<file path="config.mk">
export PLATFORM = sky130hd
export DESIGN_NAME = segdac_front
export DESIGN_NICKNAME = d
export VERILOG_FILES = /design/src/rtl/segdac_pkg.sv /design/src/rtl/segdac_in_latch.sv /design/src/rtl/segdac_therm_dec.sv /design/src/rtl/segdac_steer_reg.sv /design/src/rtl/segdac_front.sv
export SDC_FILE = /design/constraint.sdc
export NUM_CORES = 1
export LEC_CHECK = 0
export BUFFER_PORTS_ARGS = -buffer_cell sky130_fd_sc_hd__buf_2
export CAP_MARGIN = 20
export CORE_MARGIN = 4
export CORE_UTILIZATION = 41
export DETAILED_ROUTE_END_ITERATION = 8
export PLACE_DENSITY = 0.66
export SKIP_CTS_REPAIR_TIMING = 1
export SYNTH_ARGS = -nofsm -noshare
export SYNTH_HDL_FRONTEND = slang
export SYNTH_HIERARCHICAL = 1
export SYNTH_SLANG_ARGS = --single-unit
export TNS_END_PERCENT = 30
</file>
<file path="constraint.sdc">
create_clock -name clk -period 1.6 [get_ports clk]
set_input_delay 0.32 -clock clk [delete_from_list [all_inputs] [get_ports clk]]
set_output_delay 0.32 -clock clk [all_outputs]
set_load 0.005 [all_outputs]
</file>
<file path="src/rtl/segdac_pkg.sv">
package segdac_pkg;

   // Decoder implementation variant for a thermometer segment
   typedef enum logic [0:0] {
      DEC_COMPARE = 1'b0,
      DEC_SHIFT   = 1'b1
   } dec_style_e;

   // Number of unary elements produced by a segment of the given width
   function automatic int unsigned unit_count(input int unsigned bits);
      return (1 << bits) - 1;
   endfunction

endpackage

</file>
<file path="src/rtl/segdac_in_latch.sv">
module segdac_in_latch #(
   parameter int unsigned W = 14
) (
   input  logic         clk,
   input  logic         rst,
   input  logic         sleep,
   input  logic [W-1:0] din,
   output logic [W-1:0] word_q
);

   always_ff @(posedge clk) begin
      if (rst)
         word_q <= '0;
      else if (!sleep)
         word_q <= din;
   end

   AST_LATCH_HOLD: assert property (@(posedge clk) disable iff (rst) sleep |=> $stable(word_q));

endmodule

</file>
<file path="src/rtl/segdac_therm_dec.sv">
module segdac_therm_dec
   import segdac_pkg::*;
#(
   parameter int unsigned BITS  = 5,
   parameter dec_style_e  STYLE = DEC_COMPARE,
   localparam int unsigned UNITS = (1 << BITS) - 1
) (
   input  logic             clk,
   input  logic             rst,
   input  logic [BITS-1:0]  level,
   output logic [UNITS-1:0] therm
);

   if (BITS < 1 || BITS > 6) begin : g_bad_bits
      $error("segdac_therm_dec: BITS must lie in 1..6");
   end

   if (STYLE == DEC_COMPARE) begin : g_cmp
      for (genvar i = 0; i < UNITS; i++) begin : g_unit
         assign therm[i] = (level > BITS'(i));
      end
   end else begin : g_shift
      assign therm = ~({UNITS{1'b1}} << level);
   end

   AST_THERM_COUNT: assert property (@(posedge clk) disable iff (rst) $countones(therm) == int'(level));
   AST_THERM_BASE:  assert property (@(posedge clk) disable iff (rst) (level != '0) |-> therm[0]);

endmodule

</file>
<file path="src/rtl/segdac_steer_reg.sv">
module segdac_steer_reg #(
   parameter int unsigned N = 31
) (
   input  logic         clk,
   input  logic         rst,
   input  logic         sleep,
   input  logic [N-1:0] sel,
   output logic [N-1:0] a_q,
   output logic [N-1:0] b_q
);

   // Separate flops for both rails so they switch on one edge
   always_ff @(posedge clk) begin
      if (rst || sleep) begin
         a_q <= '0;
         b_q <= '1;
      end else begin
         a_q <= sel;
         b_q <= ~sel;
      end
   end

   AST_RAILS_COMPLEMENT: assert property (@(posedge clk) disable iff (rst) (a_q ^ b_q) == '1);
   AST_SLEEP_PARK:       assert property (@(posedge clk) disable iff (rst) sleep |=> (a_q == '0 && b_q == '1));
   AST_RESET_PARK:       assert property (@(posedge clk) rst |=> (a_q == '0));

endmodule

</file>
<file path="src/rtl/segdac_front.sv">
module segdac_front
   import segdac_pkg::*;
#(
   parameter int unsigned MSB_BITS  = 5,
   parameter int unsigned MID_BITS  = 4,
   parameter int unsigned LSB_BITS  = 5,
   parameter dec_style_e  MSB_STYLE = DEC_COMPARE,
   parameter dec_style_e  MID_STYLE = DEC_SHIFT,
   localparam int unsigned W        = MSB_BITS + MID_BITS + LSB_BITS,
   localparam int unsigned MSB_N    = (1 << MSB_BITS) - 1,
   localparam int unsigned MID_N    = (1 << MID_BITS) - 1
) (
   input  logic             clk,
   input  logic             rst,
   input  logic             sleep,
   input  logic [W-1:0]     code_in,
   output logic [MSB_N-1:0] msb_a,
   output logic [MSB_N-1:0] msb_b,
   output logic [MID_N-1:0] mid_a,
   output logic [MID_N-1:0] mid_b,
   output logic [LSB_BITS-1:0] lsb_a,
   output logic [LSB_BITS-1:0] lsb_b
);

   localparam int unsigned MID_LO = LSB_BITS;
   localparam int unsigned MSB_LO = LSB_BITS + MID_BITS;

   if (LSB_BITS < 1 || LSB_BITS > 8) begin : g_bad_lsb
      $error("segdac_front: LSB_BITS must lie in 1..8");
   end
   if (unit_count(MSB_BITS) != MSB_N || unit_count(MID_BITS) != MID_N) begin : g_bad_units
      $error("segdac_front: element count mismatch");
   end

   logic [W-1:0]        word_q;
   logic [MSB_N-1:0]    msb_sel;
   logic [MID_N-1:0]    mid_sel;

   segdac_in_latch #(.W(W)) u_latch (
      .clk    (clk),
      .rst    (rst),
      .sleep  (sleep),
      .din    (code_in),
      .word_q (word_q)
   );

   segdac_therm_dec #(.BITS(MSB_BITS), .STYLE(MSB_STYLE)) u_msb_dec (
      .clk   (clk),
      .rst   (rst),
      .level (word_q[MSB_LO +: MSB_BITS]),
      .therm (msb_sel)
   );

   segdac_therm_dec #(.BITS(MID_BITS), .STYLE(MID_STYLE)) u_mid_dec (
      .clk   (clk),
      .rst   (rst),
      .level (word_q[MID_LO +: MID_BITS]),
      .therm (mid_sel)
   );

   segdac_steer_reg #(.N(MSB_N)) u_msb_reg (
      .clk   (clk),
      .rst   (rst),
      .sleep (sleep),
      .sel   (msb_sel),
      .a_q   (msb_a),
      .b_q   (msb_b)
   );

   segdac_steer_reg #(.N(MID_N)) u_mid_reg (
      .clk   (clk),
      .rst   (rst),
      .sleep (sleep),
      .sel   (mid_sel),
      .a_q   (mid_a),
      .b_q   (mid_b)
   );

   segdac_steer_reg #(.N(LSB_BITS)) u_lsb_reg (
      .clk   (clk),
      .rst   (rst),
      .sleep (sleep),
      .sel   (word_q[LSB_BITS-1:0]),
      .a_q   (lsb_a),
      .b_q   (lsb_b)
   );

   AST_FULL_SCALE: assert property (@(posedge clk) disable iff (rst)
      (!sleep && (&word_q)) |=> ((&msb_a) && (&mid_a) && (&lsb_a)));
   AST_ZERO_SCALE: assert property (@(posedge clk) disable iff (rst)
      (!sleep && word_q == '0) |=> ((&msb_b) && (&mid_b) && (&lsb_b)));
   AST_RESET_CLEAR: assert property (@(posedge clk) rst |=> (word_q == '0));

endmodule

</file>
## Yosys cells after proc, flatten, opt, wreduce, memory -nomap -nowiden

Index checks and enable logic that the tools add are counted.

| word-level totals | value |
|---|---|
| memories | 0 |
| output and inout port bits | 102 |
| bits in latches | 0 |
| word-level logic and storage cells | 44 |
| memory bits (read-only) | 0 |
| memory bits (writable) | 0 |
| register bits | 116 |
| bits of input ports | 17 |

| operators by class | value |
|---|---|
| reductions and logical operators | 1 |
| muxes and demuxes | 0 |
| add/subtract/negate cells | 0 |
| equality and inequality tests | 0 |
| shift operators | 1 |
| div/mod/pow operators | 0 |
| $lt $le $gt $ge | 31 |
| bitwise gates (word level) | 4 |
| $mul | 0 |

Operator list:

| kind | number |
|---|---|
| 5-bit > comparator, second input constant | 15 |
| 5-bit by 4-bit > comparator with 1-bit output, second input constant | 8 |
| 31-bit inverter | 1 |
| 15-bit inverter | 2 |
| 5-bit by 3-bit > comparator with 1-bit output, second input constant | 4 |
| 15-bit by 4-bit left shift with 15-bit output, first input constant | 1 |
| 5-bit by 1-bit > comparator with 1-bit output, second input constant | 2 |
| 5-bit by 2-bit > comparator with 1-bit output, second input constant | 2 |
| 5-bit inverter | 1 |
| 1-bit logical OR | 1 |

## Longest topological paths before layout

| depth | value |
|---|---|
| depth after elaboration | 3 |
| gate-level depth with buffers | 5 |
| depth with buffers taken out | 3 |

## By module

The synthesis kept the hierarchy.

Modules (own cells, without submodules):

| module | sequential area each (um^2) | instances | area each (um^2) | cells each |
|---|---|---|---|---|
| segdac_steer_reg at u_msb_reg | 1,241.2 | 1 | 1,839.3 | 138 |
| segdac_steer_reg at u_mid_reg | 600.6 | 1 | 870.8 | 66 |
| segdac_in_latch | 280.3 | 1 | 508.0 | 45 |
| segdac_therm_dec at u_msb_dec | 0.0 | 1 | 305.3 | 57 |
| segdac_steer_reg at u_lsb_reg | 200.2 | 1 | 297.8 | 22 |
| segdac_therm_dec at u_mid_dec | 0.0 | 1 | 141.4 | 24 |

## Least setup slack after synthesis

OpenSTA, ideal clock, no wires.

| timing | value |
|---|---|
| path type | reg-to-reg |
| start point | register u_latch.word_q[13] |
| end point | register u_msb_reg.b_q[22] |
| cell stages (with the launch flop) | 6 |
| arrival | 1.091 ns |
| clock period less this slack | 1.218 ns |
| buffers on the path | 2 |
| setup time | 0.127 ns |
| slack | 0.382 ns |
| required time | 1.473 ns |
| path through | dfxtp_1 > buf_4 > buf_6 > nand2_1 > o21ai_0 > or3b_1 |

| on the way | value |
|---|---|
| cells in the longest elaborated chain, start to end | 2 |

Ends and longest elaborated chain:

| what | RTL line | RTL |
|---|---|---|
| start: declaration | segdac_in_latch.sv:8 | `output logic [W-1:0] word_q` |
| start signal: assignment | segdac_in_latch.sv:15 | `word_q <= din;` |
| 5-bit > comparator | segdac_therm_dec.sv:20 | `assign therm[i] = (level > BITS'(i));` |
| via msb_sel[22] | segdac_front.sv:36 | `logic [MSB_N-1:0] msb_sel;` |
| 31-bit inverter | segdac_steer_reg.sv:19 | `b_q <= ~sel;` |
| end signal: assignment | segdac_steer_reg.sv:19 |  |
| end: declaration | segdac_steer_reg.sv:9 | `output logic [N-1:0] b_q` |

The timed path passes the listed nets, and every way through them passes these cells.
A chain may end at the register's enable or synchronous reset.

## Worst setup path in the final report

| timing | value |
|---|---|
| start point | register u_latch.word_q[9] |
| end point | register u_msb_reg.b_q[18] |

Same word-level chain as after synthesis.

==> flow_metrics.tcl <==
set metrics [dict create \
    outcome "completed" \
    area_delta_synth_final_pct 31.7 \
    core_sq_um 9330 \
    dpl.cell_count 577 \
    cts_inserted_buffers 17 \
    clock_path_buffers 2 \
    layout.nets 484 \
    peakVddDrop_v 0.000601 \
    antenna_cells 0 \
    slew_violations 0 \
    met1_usage_pct 19.1 \
    worstPathRequired_ns 1.97 \
    grt_max_degree 39 \
    tightest_slew_ns 0.386 \
    yosysTopAreaCell "dfxtp_1" \
    cts_tree "built" \
    drtPass1Iterations 5 \
    antenna_found_initial 2 \
    rsz0062_at_grt "false" \
    use_met2_pct 23.0 \
    holdPathStages 3 \
    dp_hpwl_microns 5610 \
    stdcell_count 608 \
    pin_count 119 \
    cap_violations 0 \
    met3_usage_pct 7.77 \
    clk-insertion-delay-late_ns 0.49 \
    hold_path_class "primary input to register" \
    synth_cells 352 \
    finalWorstPathRequiredPeriod_ns 1.39 \
    async_reset_ff_share_pct 0 \
    routabilityCongestion 0.770 \
    worstHoldEndpoint "u_latch/word_q[2]$_SDFFE_PP0N_" \
    grt_pass1_vias 2686 \
    reg2reg_from "u_latch/word_q[9]$_SDFFE_PP0N_" \
    cts.sinks 116 \
    synth.distinct_cells 31 \
    dieArea_sq_um 11300 \
    yosys_warnings 6 \
    via_per_inst 4.64 \
    die_w_microns 106 \
    dp_slack_ns 0.208 \
    grt_first_pass_wirelength_microns 13500 \
    avgSynthCellArea_sq_um 11.3 \
    synth_edf_count 0 \
    synth_ff_type "dfxtp_1" \
    grtUsageTotal_pct 15.1 \
    top_usage_layer "met2" \
    rr_worst_depth 3 \
    end_kind "register" \
    timing.fmax_ghz 0.717 \
    netlist_area_sq_um 3960 \
    synth_top_area_share_pct 58.6 \
    overflow 0 \
    cp-start-kind "register" \
    start_util_pct 42.5 \
    fillCellCount 834 \
    timing.rr.end "u_msb_reg/b_q[18]$_SDFF_PP1_" \
    synth_most_common_cell "dfxtp_1" \
    drive_gt1_share_pct 35.3 \
    critical_path.max_fanout 9 \
    power.leakage_nw 2.20 \
    reg2reg_slack_ns 0.21 \
    cts_root_buffer "clkbuf_8" \
    cp.arrival_ns 1.76 \
    rows 35 \
    finalHoldViolCount 0 \
    fin_skew_ns 0.0102 \
    io_buffers 118 \
    fin_tns_setup_ns 0 \
    drtAntennaViolNets 0 \
    hp-start "code_in[2]" \
    fin_ws_ns 0.205 \
    cts.htree.levels 4 \
    wl_per_cell_microns 13.5 \
    detail_route.iter0.violations 120 \
    relSlewSlack_pct 74.2 \
    total_power_mw 7.13 \
    path_class "register to register" \
    clk_pin_slew_ns 0.05 \
    synth_area_leaders "dfxtp_1, or3b_1, nor3b_1" \
    vias 2821 \
    finalCritPeriodShare_pct 87.2 \
    drc 0 \
    synthTopCellsByCount "dfxtp_1, nor3b_1, or3b_1, nor2_1, nand2_1" \
    holdWs_ns 0.0590 \
    synth_seq_cells 116 \
    routed_wl_microns 8200 \
    dieHeight_microns 106 \
    syn_nets 369 \
    yosysSeqAreaShare_pct 58.6 \
    setup_viol_count_final 0 \
    p_per_area_nw_per_um2 1370 \
]
worst max path at each step:
stage	start	to	depth (start not counted)
final	u_latch/word_q[9]$_SDFFE_PP0N_	u_msb_reg/b_q[18]$_SDFF_PP1_	3
after global routing	u_latch/word_q[12]$_SDFFE_PP0N_	u_msb_reg/b_q[22]$_SDFF_PP1_	3
after global placement	u_latch/word_q[9]$_SDFFE_PP0N_	u_msb_reg/b_q[18]$_SDFF_PP1_	3
after detailed placement	u_latch/word_q[9]$_SDFFE_PP0N_	u_msb_reg/b_q[18]$_SDFF_PP1_	3
after CTS	u_latch/word_q[9]$_SDFFE_PP0N_	u_msb_reg/b_q[18]$_SDFF_PP1_	3
after floorplan	u_latch/word_q[13]$_SDFFE_PP0N_	u_msb_reg/b_q[22]$_SDFF_PP1_	5
sequential cells by signal, summed over array words and instances, names as in the netlist:
signal	cells
u_mid_reg/b_q	15
u_msb_reg/b_q	31
u_lsb_reg/a_q	5
u_latch/word_q	14
u_msb_reg/a_q	31
u_lsb_reg/b_q	5
u_mid_reg/a_q	15
worst max-delay path: stages (launching register included):
cell and delay, ns:
dfxtp_1 0.50, nand2_2 0.15, a21boi_0 0.25, or3b_1 0.37
final cells by class:
| type | instances | area (sq um) | area share, % |
|---|---|---|---|
| sequential | 116 | 2320 | 44.5 |
| multi-input combinational | 194 | 1360 | 26.1 |
| timing repair buffer | 132 | 763 | 14.6 |
| clock buffer | 22 | 463 | 8.87 |
| tap | 129 | 161 | 3.09 |
| clock inverter | 9 | 128 | 2.44 |
| inverter | 6 | 22.5 | 0.431 |
placed cells by master (no fill, tap or decap), drive strengths merged, types with 3 or more instances in the layout:
master | synthesis | final
dfxtp | 116 | 116
buf | 23 | 132
nor3b | 51 | 51
a21oi | 5 | 5
nor2 | 30 | 30
o21ai | 5 | 5
nand2b | 3 | 3
or3b | 51 | 51
clkinv | 0 | 3
clkbuf | 13 | 22
nand2 | 16 | 16
inv | 6 | 6
clkinvlp | 0 | 3
bufinv | 0 | 3
mux2i | 14 | 14
nor2b | 3 | 3
kinds of logic after synthesis:
| kind of cell | count (synthesis) | synth area share (%) |
|---|---|---|
| and+or+nand+nor | 160 | 27.5 |
| buffers and inverters | 42 | 7.07 |
| DFF | 116 | 58.6 |
| AOI/OAI and AO/OA | 20 | 3.32 |
| muxes | 14 | 3.54 |
report_power, final:
group | internal [mW] | switching [mW]
Combinational | 0.201 | 0.210
Clock | 2.48 | 1.22
Sequential | 2.97 | 0.0464
Total | 5.65 | 1.48
per-layer routing:
metal,vias up,routed length (microns)
li1,1428,-
met5,-,20
met2,89,3800
met3,6,655
met1,1294,3700
met4,4,31
per-stage QoR:
| stage | util [%] | cell area, sq um |
|---|---|---|
| finish | 56.0 | 5220 |
| global route | 56.0 | 5220 |
| CTS | 56.0 | 5220 |
| detailed placement | 49.6 | 4630 |
| global placement | 49.6 | 4630 |
| floorplan | - | 3960 |
No activity file was read; power rests on OpenSTA's default activity.
